<file path="config.mk">
export PLATFORM = sky130hd
export DESIGN_NAME = thermal_line_ctrl
export DESIGN_NICKNAME = d
export VERILOG_FILES = /design/src/rtl/thp_pkg.sv /design/src/rtl/thp_rst_sync.sv /design/src/rtl/thp_line_buf.sv /design/src/rtl/thp_sequencer.sv /design/src/rtl/thermal_line_ctrl.sv
export SDC_FILE = /design/constraint.sdc
export NUM_CORES = 2
export LEC_CHECK = 0
export ABC_AREA = 1
export CORE_UTILIZATION = 45
export CTS_BUF_LIST = sky130_fd_sc_hd__clkbuf_4
export CTS_CLUSTER_SIZE = 25
export DETAILED_ROUTE_END_ITERATION = 6
export MAX_ROUTING_LAYER = met4
export PLACE_DENSITY = 0.62
export SYNTH_ARGS = -nofsm -noshare
export SYNTH_HDL_FRONTEND = slang
export SYNTH_SLANG_ARGS = --single-unit
</file>
<file path="constraint.sdc">
create_clock -name clk -period 3.2 [get_ports clk]
set_input_delay 0.48 -clock clk [delete_from_list [all_inputs] [get_ports clk]]
set_output_delay 0.48 -clock clk [all_outputs]
set_load 0.03 [all_outputs]
</file>
<file path="src/rtl/thp_pkg.sv">
package thp_pkg;

  typedef enum logic [1:0] {
    PH_IDLE   = 2'd0,
    PH_SHIFT  = 2'd1,
    PH_LATCH  = 2'd2,
    PH_STROBE = 2'd3
  } phase_t;

endpackage

</file>
<file path="src/rtl/thp_rst_sync.sv">
module thp_rst_sync (
  input  logic clk,
  input  logic rst_n,
  output logic rst_n_sync
);

  logic stage1_q;
  logic stage2_q;

  always_ff @(posedge clk or negedge rst_n) begin
    if (!rst_n) begin
      stage1_q <= 1'b0;
      stage2_q <= 1'b0;
    end else begin
      stage1_q <= 1'b1;
      stage2_q <= stage1_q;
    end
  end

  assign rst_n_sync = stage2_q;

endmodule

</file>
<file path="src/rtl/thp_line_buf.sv">
module thp_line_buf #(
  parameter int PORTS  = 20,
  parameter int BITS   = 64,
  parameter int WORD_W = 16,
  localparam int DOTS  = PORTS * BITS,
  localparam int WORDS = DOTS / WORD_W,
  localparam int AW    = $clog2(WORDS),
  localparam int IW    = $clog2(BITS)
) (
  input  logic              clk,
  input  logic              wr_en,
  input  logic [AW-1:0]     wr_addr,
  input  logic [WORD_W-1:0] wr_data,
  input  logic [IW-1:0]     rd_idx,
  output logic [PORTS-1:0]  rd_bits
);

  logic [WORD_W-1:0] mem_q [WORDS];
  logic [DOTS-1:0]   dots;
  logic              wr_hit;

  // clock enable: only in-range addresses touch storage
  assign wr_hit = wr_en && (int'(wr_addr) < WORDS);

  always_ff @(posedge clk) begin
    if (wr_hit) begin
      mem_q[wr_addr] <= wr_data;
    end
  end

  for (genvar w = 0; w < WORDS; w++) begin : g_flat
    assign dots[w*WORD_W +: WORD_W] = mem_q[w];
  end

  // one read mux per port, all indexed by the same bit position
  for (genvar p = 0; p < PORTS; p++) begin : g_port
    logic [BITS-1:0] slice;
    assign slice      = dots[p*BITS +: BITS];
    assign rd_bits[p] = slice[rd_idx];
  end

endmodule

</file>
<file path="src/rtl/thp_sequencer.sv">
module thp_sequencer
  import thp_pkg::*;
#(
  parameter int PORTS  = 20,
  parameter int BITS   = 64,
  parameter int DIV_W  = 8,
  parameter int LAT_W  = 8,
  parameter int HEAT_W = 16,
  localparam int IW    = $clog2(BITS),
  localparam int CW0   = (DIV_W > LAT_W) ? DIV_W : LAT_W,
  localparam int CNT_W = (HEAT_W > CW0) ? HEAT_W : CW0
) (
  input  logic              clk,
  input  logic              rst_n,
  input  logic              start,
  input  logic [DIV_W-1:0]  div_half,
  input  logic [LAT_W-1:0]  latch_len,
  input  logic [HEAT_W-1:0] heat_time,
  input  logic [PORTS-1:0]  port_bits,
  output logic [IW-1:0]     rd_idx,
  output logic              busy,
  output logic              done,
  output logic              head_clk,
  output logic              head_latch_n,
  output logic              head_strobe,
  output logic [PORTS-1:0]  head_data
);

  localparam logic [CNT_W-1:0] ONE = CNT_W'(1);

  phase_t             phase_q,  phase_d;
  logic [CNT_W-1:0]   cnt_q,    cnt_d;
  logic [IW-1:0]      idx_q,    idx_d;
  logic               hi_q,     hi_d;
  logic [DIV_W-1:0]   half_q,   half_d;
  logic [LAT_W-1:0]   llen_q,   llen_d;
  logic [HEAT_W-1:0]  heat_q,   heat_d;
  logic               busy_q,   busy_d;
  logic               done_q,   done_d;
  logic               sclk_q,   sclk_d;
  logic               latn_q,   latn_d;
  logic               stb_q,    stb_d;
  logic [PORTS-1:0]   data_q,   data_d;

  logic half_end, latch_end, heat_end;

  assign half_end  = (cnt_q == CNT_W'(half_q) - ONE);
  assign latch_end = (cnt_q == CNT_W'(llen_q) - ONE);
  assign heat_end  = (cnt_q == CNT_W'(heat_q) - ONE);

  // buffer position to present next: top bit at line start, then one lower
  assign rd_idx = (phase_q == PH_IDLE) ? IW'(BITS - 1) : (idx_q - IW'(1));

  always_comb begin
    phase_d = phase_q;
    cnt_d   = cnt_q;
    idx_d   = idx_q;
    hi_d    = hi_q;
    half_d  = half_q;
    llen_d  = llen_q;
    heat_d  = heat_q;
    busy_d  = busy_q;
    done_d  = 1'b0;
    sclk_d  = sclk_q;
    latn_d  = latn_q;
    stb_d   = stb_q;
    data_d  = data_q;
    unique case (phase_q)
      PH_IDLE: begin
        if (start) begin
          phase_d = PH_SHIFT;
          busy_d  = 1'b1;
          half_d  = (div_half == '0) ? DIV_W'(1) : div_half;
          llen_d  = (latch_len == '0) ? LAT_W'(1) : latch_len;
          heat_d  = heat_time;
          idx_d   = IW'(BITS - 1);
          cnt_d   = '0;
          hi_d    = 1'b0;
          sclk_d  = 1'b0;
          data_d  = port_bits;
        end
      end
      PH_SHIFT: begin
        if (half_end) begin
          cnt_d = '0;
          if (!hi_q) begin
            hi_d   = 1'b1;
            sclk_d = 1'b1;
          end else begin
            hi_d   = 1'b0;
            sclk_d = 1'b0;
            if (idx_q == '0) begin
              phase_d = PH_LATCH;
              latn_d  = 1'b0;
            end else begin
              idx_d  = idx_q - IW'(1);
              data_d = port_bits;
            end
          end
        end else begin
          cnt_d = cnt_q + ONE;
        end
      end
      PH_LATCH: begin
        if (latch_end) begin
          cnt_d  = '0;
          latn_d = 1'b1;
          if (heat_q == '0) begin
            phase_d = PH_IDLE;
            busy_d  = 1'b0;
            done_d  = 1'b1;
          end else begin
            phase_d = PH_STROBE;
            stb_d   = 1'b1;
          end
        end else begin
          cnt_d = cnt_q + ONE;
        end
      end
      PH_STROBE: begin
        if (heat_end) begin
          cnt_d   = '0;
          stb_d   = 1'b0;
          phase_d = PH_IDLE;
          busy_d  = 1'b0;
          done_d  = 1'b1;
        end else begin
          cnt_d = cnt_q + ONE;
        end
      end
      default: phase_d = PH_IDLE;
    endcase
  end

  always_ff @(posedge clk or negedge rst_n) begin
    if (!rst_n) begin
      phase_q <= PH_IDLE;
      cnt_q   <= '0;
      idx_q   <= '0;
      hi_q    <= 1'b0;
      half_q  <= DIV_W'(1);
      llen_q  <= LAT_W'(1);
      heat_q  <= '0;
      busy_q  <= 1'b0;
      done_q  <= 1'b0;
      sclk_q  <= 1'b0;
      latn_q  <= 1'b1;
      stb_q   <= 1'b0;
      data_q  <= '0;
    end else begin
      phase_q <= phase_d;
      cnt_q   <= cnt_d;
      idx_q   <= idx_d;
      hi_q    <= hi_d;
      half_q  <= half_d;
      llen_q  <= llen_d;
      heat_q  <= heat_d;
      busy_q  <= busy_d;
      done_q  <= done_d;
      sclk_q  <= sclk_d;
      latn_q  <= latn_d;
      stb_q   <= stb_d;
      data_q  <= data_d;
    end
  end

  assign busy         = busy_q;
  assign done         = done_q;
  assign head_clk     = sclk_q;
  assign head_latch_n = latn_q;
  assign head_strobe  = stb_q;
  assign head_data    = data_q;

endmodule

</file>
<file path="src/rtl/thermal_line_ctrl.sv">
module thermal_line_ctrl #(
  parameter int PORTS  = 20,
  parameter int BITS   = 64,
  parameter int WORD_W = 16,
  parameter int DIV_W  = 8,
  parameter int LAT_W  = 8,
  parameter int HEAT_W = 16,
  localparam int DOTS  = PORTS * BITS,
  localparam int WORDS = DOTS / WORD_W,
  localparam int AW    = $clog2(WORDS),
  localparam int IW    = $clog2(BITS)
) (
  input  logic              clk,
  input  logic              rst_n,
  input  logic              wr_en,
  input  logic [AW-1:0]     wr_addr,
  input  logic [WORD_W-1:0] wr_data,
  input  logic              start,
  input  logic [DIV_W-1:0]  div_half,
  input  logic [LAT_W-1:0]  latch_len,
  input  logic [HEAT_W-1:0] heat_time,
  output logic              busy,
  output logic              done,
  output logic              head_clk,
  output logic              head_latch_n,
  output logic              head_strobe,
  output logic [PORTS-1:0]  head_data
);

  logic             rst_n_int;
  logic [IW-1:0]    rd_idx;
  logic [PORTS-1:0] port_bits;

  thp_rst_sync u_rst (
    .clk        (clk),
    .rst_n      (rst_n),
    .rst_n_sync (rst_n_int)
  );

  thp_line_buf #(
    .PORTS (PORTS),
    .BITS  (BITS),
    .WORD_W(WORD_W)
  ) u_buf (
    .clk    (clk),
    .wr_en  (wr_en),
    .wr_addr(wr_addr),
    .wr_data(wr_data),
    .rd_idx (rd_idx),
    .rd_bits(port_bits)
  );

  thp_sequencer #(
    .PORTS (PORTS),
    .BITS  (BITS),
    .DIV_W (DIV_W),
    .LAT_W (LAT_W),
    .HEAT_W(HEAT_W)
  ) u_seq (
    .clk         (clk),
    .rst_n       (rst_n_int),
    .start       (start),
    .div_half    (div_half),
    .latch_len   (latch_len),
    .heat_time   (heat_time),
    .port_bits   (port_bits),
    .rd_idx      (rd_idx),
    .busy        (busy),
    .done        (done),
    .head_clk    (head_clk),
    .head_latch_n(head_latch_n),
    .head_strobe (head_strobe),
    .head_data   (head_data)
  );

endmodule

</file>
==> out/results.ini <==
[placed_design]
place_area_um2=62800
dp.cells=7165
hpwl_um=87200
gp_congestion=0.856
io_buffer_count=83

[routing]
drc=0
routed-via-count=42100
ant_nets=0
wl_per_cell_um=21.2
vias_per_cell=5.36
drtIter0Drc=4255
wirelength_um=166000
firstDrtPassIters=7

[synth]
post-synth-top-area-fraction=0.653
synth_top_area_cell=edfxtp_1
synth-seq-area-share=0.689
ys_ff_latch=1363
synth_nets=5476
ys_types=41
syn_inst=5410
synth-edff-count=1280
ys_top_cells_by_area=edfxtp_1, nand2_1, nand3_1
async_reset_ff_frac=0.0609
synth_warnings=0
ys.flop_type=edfxtp_1
netlist_area_um2=58800
syn_avg_cell_area_um2=10.9

[timing]
slew_viol_final=0
slew-limit-headroom=0.166
clock.fmax_mhz=336
finalHoldViolCount=0
rsz0062_at_grt=false
fin_skew_ns=0.0752
setup-tns-final_ns=0
worstMarginPinSlew_ns=1.25
period_needed_ns=2.97
finalSetupViolations=0
finalCritPeriodShare=0.929

[critical_path]
critPathMaxFanout=2
cp-start-kind=register
cp_slowest_cell=clkdlybuf4s50_1
cp.depth=1
cp.buffers_inverters=1
cp_cell_sequence=clkdlybuf4s50_1
end_kind=output pin
crit_type=register to output pin
crit_family=buffers and inverters
slowest_delay_ns=0.73
worstPathArrival_ns=2.49
r2r_cells=14
critPathRequiredTime_ns=2.72

[layout]
syn2layout_area_growth_pct=15.1
stdcell_area_um2=67800
final_nets=5911
drive_above_1_share=0.159
final_cell_mix=nand2_1, edfxtp_1, nand3_1
finalNonFillerCells=7845
final_common_cell=nand2_1

[global_route]
grt-ovfl-total=0
grt_pass1_vias=41100
antenna_found_initial=7
grt_max_degree=102
track_usage=0.260
grt_first_pass_wirelength_um=250000

[floorplan]
rows=132
die_h_um=364
ios=84
start_util=0.454
die-area_um2=132000
coreArea_um2=130000
die_x_um=364

[power]
p_total_uw=35200
power.leakage_uw=0.0263
ir_worst_vdd_mv=0.381
p_per_area_nw_per_um2=519

[cts]
htree_levels=5
clock-sinks=1363
clock_latency_ns=1.28
cts_tree=built
cts-root-buf=clkbuf_4
cts_max_path_buffers=4
cts.clk_slew.worst_paths_ns=0.06
cts_made_buffers=369

[hold_path]
hold_class=input pin to register
hold_depth=5

[flow_run]
cap_violations=0

[outcome]
status=complete, no violations

[power breakdown]
group | internal, uW | switching (uW) | total, uW | leakage (uW)
Sequential | 19500 | 23.7 | 19600 | 0.0126
Combinational | 178 | 588 | 766 | 0.0110
Clock | 7870 | 6990 | 14900 | 0.00269
[worst paths after layout]
| kind | endpoint | startpoint | slack, ns |
|---|---|---|---|
| worst min-delay path | u_seq.hi_q | start | 0.18 |
| worst max-delay path | head_data[3] | u_seq.head_data[3] | 0.23 |
| worst max register to register | u_seq.head_data[7] | u_seq.idx_q[0] | 0.31 |
| worst min register to register | u_seq.cnt_q[0] | u_rst.rst_n_sync | 0.36 |
| max in group asynchronous | u_seq.head_data[5] | u_rst.rst_n_sync | 2.02 |
| min in group asynchronous | u_seq.cnt_q[0] | u_rst.rst_n_sync | 0.36 |
[cell usage after synthesis (9+ instances only)]
cell type,number
buf_6,19
o211ai_2,65
buf_4,28
a21oi_1,29
inv_1,255
nand4_1,38
edfxtp_1,1280
clkbuf_1,109
mux2_2,13
nand3_1,669
buf_1,26
nand2_1,1861
dfrtp_1,80
inv_2,9
nor2_1,401
xor2_1,41
o211ai_1,79
o21ai_0,174
buf_2,126
or2_2,31
xnor2_1,13
[tightest hold or removal path, cell delays in order]
cell and delay (ns):
clkdlybuf4s50_1 0.47, nand2_2 0.10, nand2_1 0.05, nand2_1 0.12
o21a_1 0.14
[sequential cells by signal, indices dropped and copies added, names as in the netlist]
signal and flops:
u_seq.head_data 20, u_seq.idx_q 6, u_seq.hi_q 1, u_seq.heat_q 16, u_seq.done 1, u_seq.half_q 8
u_seq.busy 1, u_buf.mem_q 1280, u_seq.head_latch_n 1, u_seq.head_strobe 1, u_seq.llen_q 8, u_seq.phase_q 2
u_rst.rst_n_sync 1, u_rst.stage1_q 1, u_seq.cnt_q 16
[layer usage]
layer	routed length, um	share of wire	GRT usage	up-vias
li1	-	-	-	19600
met1	70500	0.42	0.340	20500
met2	78800	0.47	0.410	1689
met3	13000	0.078	0.0455	321
met4	4060	0.024	0.0874	0
met5	0	0	-	-
[what timing repair did]
item,CTS,global route
hold buffers,51,0
resized for setup,0,1
hold endpoints to repair,990,0
setup endpoints to repair,0,1
buffers inserted,0,0
[cell families after synthesis]
| logic type | after synthesis | share of synthesized area |
|---|---|---|
| AND/OR/NAND/NOR | 3044 | 0.214 |
| multiplexers | 13 | 0.00249 |
| adder cells (fa/ha/maj) | 7 | 0.00149 |
| XOR/XNOR | 55 | 0.00831 |
| AO/OA/AOI/OAI | 354 | 0.0419 |
| other | 1 | 0.0000637 |
| buffers and inverters | 573 | 0.0434 |
| flip-flops | 1363 | 0.689 |
[cell type report]
type	count	area, um^2
antenna	11	27.5
clock buffer	551	4140
clock inverter	67	295
fill	11500	61900
inverter	265	1000
multi-input combinational	3474	15800
sequential	1363	40500
tap	1742	2180
timing repair buffer	372	3770
[per-stage QoR]
step / hold WS, ns / setup WS [ns] / utilization
floorplan: 0.184 / 0.624 / -
global placement: 0.338 / 0.337 / 0.484
detailed placement: 0.342 / 0.320 / 0.484
CTS: 0.0582 / 0.0209 / 0.522
global route: 0.112 / 0.0497 / 0.523
finish: 0.175 / 0.226 / 0.523
(Power assumes the default switching activity.)
